**config.mk**
```make
export PLATFORM = sky130hd
export DESIGN_NAME = prepost_capture
export DESIGN_NICKNAME = d
export VERILOG_FILES = /design/src/rtl/capture_seq_pkg.sv /design/src/rtl/sample_rate_gen.sv /design/src/rtl/sample_fifo.sv /design/src/rtl/window_ctrl.sv /design/src/rtl/prepost_capture.sv
export SDC_FILE = /design/constraint.sdc
export NUM_CORES = 1
export LEC_CHECK = 0
export BUFFER_PORTS_ARGS = -buffer_cell sky130_fd_sc_hd__buf_2
export CORE_MARGIN = 1
export CORE_UTILIZATION = 40
export DETAILED_ROUTE_END_ITERATION = 6
export GPL_TIMING_DRIVEN = 0
export PLACE_DENSITY = 0.62
export SYNTH_ARGS = -nofsm -noshare
export SYNTH_HDL_FRONTEND = slang
export SYNTH_SLANG_ARGS = --single-unit
```
**constraint.sdc**
```tcl
create_clock -name clk -period 10.1 [get_ports clk]
set_clock_uncertainty 0.05 [all_clocks]
set_input_delay 2.02 -clock clk [delete_from_list [all_inputs] [get_ports clk]]
set_output_delay 2.02 -clock clk [all_outputs]
set_load 0.005 [all_outputs]
```
**src/rtl/capture_seq_pkg.sv**
```systemverilog
package capture_seq_pkg;

    parameter int CNT_W = 8;
    parameter int DIV_W = 8;

    typedef enum logic [2:0] {
        PH_IDLE,
        PH_FILL,
        PH_HOLD,
        PH_POST,
        PH_DONE
    } phase_t;

    typedef struct packed {
        logic [CNT_W-1:0] pre_n;
        logic [CNT_W-1:0] post_m;
    } window_cfg_t;

    function automatic logic phase_triggerable(phase_t ph);
        return (ph == PH_FILL) || (ph == PH_HOLD);
    endfunction

    function automatic logic phase_running(phase_t ph);
        return (ph == PH_FILL) || (ph == PH_HOLD) || (ph == PH_POST);
    endfunction

endpackage

```
**src/rtl/sample_rate_gen.sv**
```systemverilog
module sample_rate_gen
    import capture_seq_pkg::*;
(
    input  logic             clk,
    input  logic             rst,
    input  logic             restart,
    input  logic             run,
    input  logic [DIV_W-1:0] div,
    output logic             tick
);
    logic [DIV_W-1:0] cnt_q;

    always_ff @(posedge clk) begin
        if (rst || restart) begin
            cnt_q <= '0;
        end else if (run) begin
            cnt_q <= (cnt_q == div) ? '0 : cnt_q + DIV_W'(1);
        end
    end

    assign tick = run && (cnt_q == div);

endmodule

```
**src/rtl/sample_fifo.sv**
```systemverilog
module sample_fifo #(
    parameter int DATA_W = 16,
    parameter int DEPTH  = 16,
    localparam int PTR_W = (DEPTH > 1) ? $clog2(DEPTH) : 1,
    localparam int LVL_W = $clog2(DEPTH + 1)
) (
    input  logic              clk,
    input  logic              rst,
    input  logic              flush,
    input  logic              push,
    input  logic              pop,
    input  logic [DATA_W-1:0] din,
    output logic [DATA_W-1:0] dout,
    output logic [LVL_W-1:0]  level,
    output logic              full,
    output logic              empty,
    output logic              ovf
);
    logic [DATA_W-1:0] mem [DEPTH];
    logic [PTR_W-1:0]  wptr_q, rptr_q;
    logic [LVL_W-1:0]  cnt_q;
    logic              ovf_q;
    logic              do_push, do_pop;

    assign full    = (cnt_q == LVL_W'(DEPTH));
    assign empty   = (cnt_q == '0);
    assign do_pop  = pop && !empty && !flush;
    assign do_push = push && (!full || do_pop) && !flush;

    function automatic logic [PTR_W-1:0] bump(logic [PTR_W-1:0] p);
        return (p == PTR_W'(DEPTH - 1)) ? '0 : p + PTR_W'(1);
    endfunction

    always_ff @(posedge clk) begin
        if (rst || flush) begin
            wptr_q <= '0;
            rptr_q <= '0;
            cnt_q  <= '0;
            ovf_q  <= 1'b0;
        end else begin
            if (do_push) wptr_q <= bump(wptr_q);
            if (do_pop)  rptr_q <= bump(rptr_q);
            case ({do_push, do_pop})
                2'b10:   cnt_q <= cnt_q + LVL_W'(1);
                2'b01:   cnt_q <= cnt_q - LVL_W'(1);
                default: cnt_q <= cnt_q;
            endcase
            if (push && full && !do_pop) ovf_q <= 1'b1;
        end
    end

    always_ff @(posedge clk) begin
        if (do_push) mem[wptr_q] <= din;
    end

    assign dout  = mem[rptr_q];
    assign level = cnt_q;
    assign ovf   = ovf_q;

    a_r4_level_steady: assert property (@(posedge clk) disable iff (rst)
        (push && pop && !empty && !flush) |=> $stable(level));
    a_r9_overflow_sticky: assert property (@(posedge clk) disable iff (rst)
        (push && full && !pop && !flush) |=> ovf);
    a_r9_level_bound: assert property (@(posedge clk) disable iff (rst)
        level <= LVL_W'(DEPTH));

endmodule

```
**src/rtl/window_ctrl.sv**
```systemverilog
module window_ctrl
    import capture_seq_pkg::*;
(
    input  logic             clk,
    input  logic             rst,
    input  logic             start,
    input  logic             trig,
    input  logic             tick,
    input  logic [CNT_W-1:0] pre_n,
    input  logic [CNT_W-1:0] post_m,
    output logic             run,
    output logic             discard,
    output logic             irq,
    output logic             host_mode,
    output logic             done,
    output logic             short_pre
);
    phase_t           ph_q;
    window_cfg_t      cfg_q;
    logic [CNT_W-1:0] pre_cnt_q, post_cnt_q;
    logic [CNT_W-1:0] pre_inc, post_inc;
    logic             irq_q, host_q, done_q, short_q;

    assign pre_inc  = pre_cnt_q + CNT_W'(1);
    assign post_inc = post_cnt_q + CNT_W'(1);

    always_ff @(posedge clk) begin
        if (rst) begin
            ph_q       <= PH_IDLE;
            cfg_q      <= '0;
            pre_cnt_q  <= '0;
            post_cnt_q <= '0;
            irq_q      <= 1'b0;
            host_q     <= 1'b0;
            done_q     <= 1'b0;
            short_q    <= 1'b0;
        end else if (start) begin
            ph_q       <= PH_FILL;
            cfg_q      <= '{pre_n: pre_n, post_m: post_m};
            pre_cnt_q  <= '0;
            post_cnt_q <= '0;
            irq_q      <= 1'b0;
            host_q     <= 1'b0;
            done_q     <= 1'b0;
            short_q    <= 1'b0;
        end else begin
            irq_q <= 1'b0;
            case (ph_q)
                PH_FILL: if (tick) begin
                    pre_cnt_q <= pre_inc;
                    if (pre_inc == cfg_q.pre_n) ph_q <= PH_HOLD;
                end
                PH_POST: if (tick) begin
                    post_cnt_q <= post_inc;
                    if (post_inc == cfg_q.post_m) begin
                        ph_q   <= PH_DONE;
                        done_q <= 1'b1;
                    end
                end
                default: ;
            endcase
            if (trig && phase_triggerable(ph_q)) begin
                ph_q       <= PH_POST;
                post_cnt_q <= '0;
                irq_q      <= 1'b1;
                host_q     <= 1'b1;
                short_q    <= (ph_q == PH_FILL) && !(tick && pre_inc == cfg_q.pre_n);
            end
        end
    end

    assign run       = phase_running(ph_q);
    assign discard   = tick && (ph_q == PH_HOLD);
    assign irq       = irq_q;
    assign host_mode = host_q;
    assign done      = done_q;
    assign short_pre = short_q;

    a_r6_done_sticky: assert property (@(posedge clk) disable iff (rst)
        (done && !start) |=> done);
    a_r8_single_irq: assert property (@(posedge clk) disable iff (rst)
        irq |=> !irq);
    a_r5_irq_hands_over: assert property (@(posedge clk) disable iff (rst)
        irq |-> (host_mode && !discard));

endmodule

```
**src/rtl/prepost_capture.sv**
```systemverilog
module prepost_capture
    import capture_seq_pkg::*;
#(
    parameter int DATA_W = 16,
    parameter int DEPTH  = 16,
    localparam int LVL_W = $clog2(DEPTH + 1)
) (
    input  logic              clk,
    input  logic              rst,
    input  logic              start,
    input  logic              trigger_in,
    input  logic [CNT_W-1:0]  pre_n,
    input  logic [CNT_W-1:0]  post_m,
    input  logic [DIV_W-1:0]  period,
    input  logic [DATA_W-1:0] sample_in,
    input  logic              host_rd,
    output logic              fifo_wr,
    output logic              fifo_discard,
    output logic [DATA_W-1:0] fifo_dout,
    output logic [LVL_W-1:0]  fifo_level,
    output logic              irq,
    output logic              host_mode,
    output logic              busy,
    output logic              done,
    output logic              short_pre,
    output logic              overflow
);
    logic             tick, run, discard, host_q;
    logic             f_full, f_empty;
    logic [DIV_W-1:0] period_q;

    always_ff @(posedge clk) begin
        if (rst)        period_q <= '0;
        else if (start) period_q <= period;
    end

    sample_rate_gen u_rate (
        .clk     (clk),
        .rst     (rst),
        .restart (start),
        .run     (run),
        .div     (period_q),
        .tick    (tick)
    );

    window_ctrl u_ctrl (
        .clk       (clk),
        .rst       (rst),
        .start     (start),
        .trig      (trigger_in),
        .tick      (tick),
        .pre_n     (pre_n),
        .post_m    (post_m),
        .run       (run),
        .discard   (discard),
        .irq       (irq),
        .host_mode (host_q),
        .done      (done),
        .short_pre (short_pre)
    );

    sample_fifo #(.DATA_W(DATA_W), .DEPTH(DEPTH)) u_fifo (
        .clk   (clk),
        .rst   (rst),
        .flush (start),
        .push  (tick),
        .pop   (discard || (host_rd && host_q)),
        .din   (sample_in),
        .dout  (fifo_dout),
        .level (fifo_level),
        .full  (f_full),
        .empty (f_empty),
        .ovf   (overflow)
    );

    assign fifo_wr      = tick;
    assign fifo_discard = discard;
    assign host_mode    = host_q;
    assign busy         = run;

    a_r4_discard_paired: assert property (@(posedge clk) disable iff (rst)
        fifo_discard |-> fifo_wr);
    a_r6_quiet_after_done: assert property (@(posedge clk) disable iff (rst)
        done |-> (!fifo_wr && !busy));
    a_r10_no_pop_when_empty: assert property (@(posedge clk) disable iff (rst)
        (f_empty && !fifo_wr && !start) |=> (fifo_level == '0));
    a_r1_start_flushes: assert property (@(posedge clk) disable iff (rst)
        start |=> (fifo_level == '0 && busy && !done && !overflow));

endmodule

```
==> out/metrics.cfg <==
[status]
status=complete, no violations

[synth]
synth.area.top_cells=sky130_fd_sc_hd__edfxtp_1, sky130_fd_sc_hd__mux4_2, sky130_fd_sc_hd__dfxtp_1
mapped_cells=786
number_of_synthesized_flops_with_an_enable_pin=256
synth-warning-count=0
ys_async_sr_fraction_pct=0
post-synth-top-area-fraction_pct=57.7
yosys.area.top_type=sky130_fd_sc_hd__edfxtp_1
avgSynthCellArea_sq_um=16.9
mappedNetlistNets=842
synthDistinctLibCells=57
netlist_top_cells_count=sky130_fd_sc_hd__edfxtp_1, sky130_fd_sc_hd__mux4_2, sky130_fd_sc_hd__dfxtp_1
ys_seq_area_share_pct=68.7
ys_ff_latch=329
synth-main-ff-cell=sky130_fd_sc_hd__edfxtp_1
syn-cell-area_sq_um=13300
cell_with_the_most_instances_after_synthesis=sky130_fd_sc_hd__edfxtp_1

[sta]
final_max_slew_viol_count=0
worst_slew_margin_rel_pct=23.5
tightest_slew_ps=1150
finalSetupViolations=0
finalWorstPathRequiredPeriod_ps=5240
report.final.hold_viol_count=0
min_period_over_period_pct=51.8
rsz_0062_raised_after_global_routing=false
fmax_mhz=191
setup_total_negative_slack_ps=0

[clocking]
cts_sink_count=329
hold_buffers=0
tritoncts.num_buffers=36
worst_setup_hold_path_clk_slew_ps=60
clk_path_buf_depth=3
cts_tree=yes
cts_resized=0
clock_tree.htree_level_count=2
post-cts-setup-buffer-count=0
worst_skew_pair.late_latency_ps=520
root_buffer=sky130_fd_sc_hd__clkbuf_16

[worst_hold_path]
worstHoldPathType=flip-flop to flip-flop
hold_path_depth=2

[global_route]
grt_start_max_net_pins=17
grt_pass1_wl_um=41400
antenna_found_initial=1
global_route.usage.total_pct=16.3
grt_util_met3_pct=3.48
met1_usage_pct=21.1
grt-busiest-layer=met2
globalRouteMet2Util_pct=27.6
grt-ovfl-total=0
grt_pass1_vias=7106

[worst_setup_path]
critical_path.endpoint_type=primary output
crit_required_ps=8030
ff2ff_path_depth=20
cp_max_fo=10
worst_setup_start_kind=flip-flop
critical_path_arrival_ps=3170
crit_type=flip-flop to primary output

[power_and_ir_drop]
p_switching_uw=573
pwr_dens_nw_per_um2=183
switching_fraction_of_total_power_pct=20.3
comb_power_share_pct=2.6
max-vdd-ir-drop_mv=0.109
power.static_leakage_nw=5.11
p_int_mw=2.25
power_frac_clock_pct=45.1
power.sequential.fraction_pct=52.2
total_power_mw=2.82

[routing]
finalWirelength_um=26800
antenna_left=0
wl_per_cell_um=19.6
vias=7033
vias_per_cell=5.14
route.detailed.drc=0
initialDrtViolationCount=341
first_pass_iters=5

[cells_and_area]
num-nets-final=953
multi_input_area_sq_um=3960
area_growth_from_synthesis_to_layout_pct=15.7
post_route_cells_drive_above_1_share_pct=24.4
finish.utilization_pct=47.2
layout.filler_cells=2769
seqCellArea_sq_um=9150

[floorplanning]
floorplan_core_area_sq_um=32600
num_io_pins=74
num_rows=66
die_h_um=184
chipWidth_um=184
fp.dieArea_sq_um=34000
initial_utilization_pct=40.8

[placement]
dpl.hpwl_um=16800
place.gp.congestion=0.773
port-buffer-count=72

[job]
timing.max_cap.violations=0

-- path summary, 6_finish.rpt --
| kind | slack (ps) | end | start |
|---|---|---|---|
| max | 4860 | fifo_dout[14] | flip-flop |
| min reg2reg | 400 | u_fifo.ovf | u_fifo.ovf |
| min | 400 | u_fifo.ovf | u_fifo.ovf |
| max reg2reg | 6390 | u_fifo.level[4] | u_rate.cnt_q[6] |
-- flip-flops by register name (all words and copies together) (netlist names), named ones only --
register / flops
period_q: 8
u_ctrl.cfg_q: 16
u_ctrl.done: 1
u_ctrl.host_mode: 1
u_ctrl.irq: 1
u_ctrl.ph_q: 3
u_ctrl.post_cnt_q: 8
u_ctrl.pre_cnt_q: 8
u_ctrl.short_pre: 1
u_fifo.level: 5
u_fifo.mem: 256
u_fifo.ovf: 1
u_fifo.rptr_q: 4
u_fifo.wptr_q: 4
u_rate.cnt_q: 8
-- cell usage in the layout, fill, tap and decap left out, drive strengths merged, types with 2 or more instances in the layout --
cell,instances
nor3,5
nand4,4
buf,88
nor2,72
and3,7
and2,18
bufinv,3
nand2,24
ha,11
nor4b,3
xnor2,28
mux2i,30
or2,2
nor2b,7
nor4,7
a211oi,2
a32oi,2
nand3,15
mux4,80
or3,4
clkinv,16
a21o,2
edfxtp,256
a311o,2
inv,16
xor2,22
clkbuf,66
and4,2
o21ai,12
dfxtp,73
a21oi,25
nand2b,3
-- metrics by stage --
step           instances  area [sq um]  setup slack, ps  hold WS [ps]
2_1_floorplan        786         13300             5820           392
3_3_place_gp        1300         14200             4750           385
3_5_place_dp        1301         14300             5320           390
4_1_cts             1366         15400             4760           404
5_1_grt             1366         15400             4650           437
6_report            1367         15400             4860           399
-- critical path: stages (launching register included) --
cell,delay (ps)
sky130_fd_sc_hd__dfxtp_1,310
sky130_fd_sc_hd__clkbuf_1,530
sky130_fd_sc_hd__buf_2,530
sky130_fd_sc_hd__mux4_2,580
sky130_fd_sc_hd__mux4_2,540
sky130_fd_sc_hd__buf_2,160
-- power by group through the flow --
stage	Sequential, mW	Clock, mW	Combinational, mW
after floorplan	1.50	0	0.0410
after CTS	1.47	1.30	0.0758
after global routing	1.47	1.34	0.0836
after detailed placement	1.50	0	0.0756
after global placement	1.50	0	0.0738
final	1.47	1.27	0.0747
-- cells by family after synthesis --
group / after synthesis / synth area share [%]
DFF: 329 / 68.7
and+or+nand+nor: 178 / 6.85
muxes: 110 / 15.8
AOI/OAI and AO/OA: 55 / 2.54
buffers and inverters: 52 / 1.63
xor gates and xnor gates: 51 / 3.47
adders and majority gates: 11 / 1.03
-- cell type report --
cell class / count / share of cell area, %
inverter: 15 / 0.374
tap: 442 / 3.59
multi-input combinational: 405 / 25.7
clock inverter: 21 / 1.31
clock buffer: 44 / 6.17
sequential: 329 / 59.4
antenna: 1 / 0.0162
buffer: 37 / 1.04
timing repair buffer: 73 / 2.44
-- routing by layer --
layer,up-vias,share of wire (%)
met5,-,0
met3,42,5.8
met4,0,1.7
li1,3275,-
met2,165,49
met1,3551,44
Power figures use the tool's default switching activity.
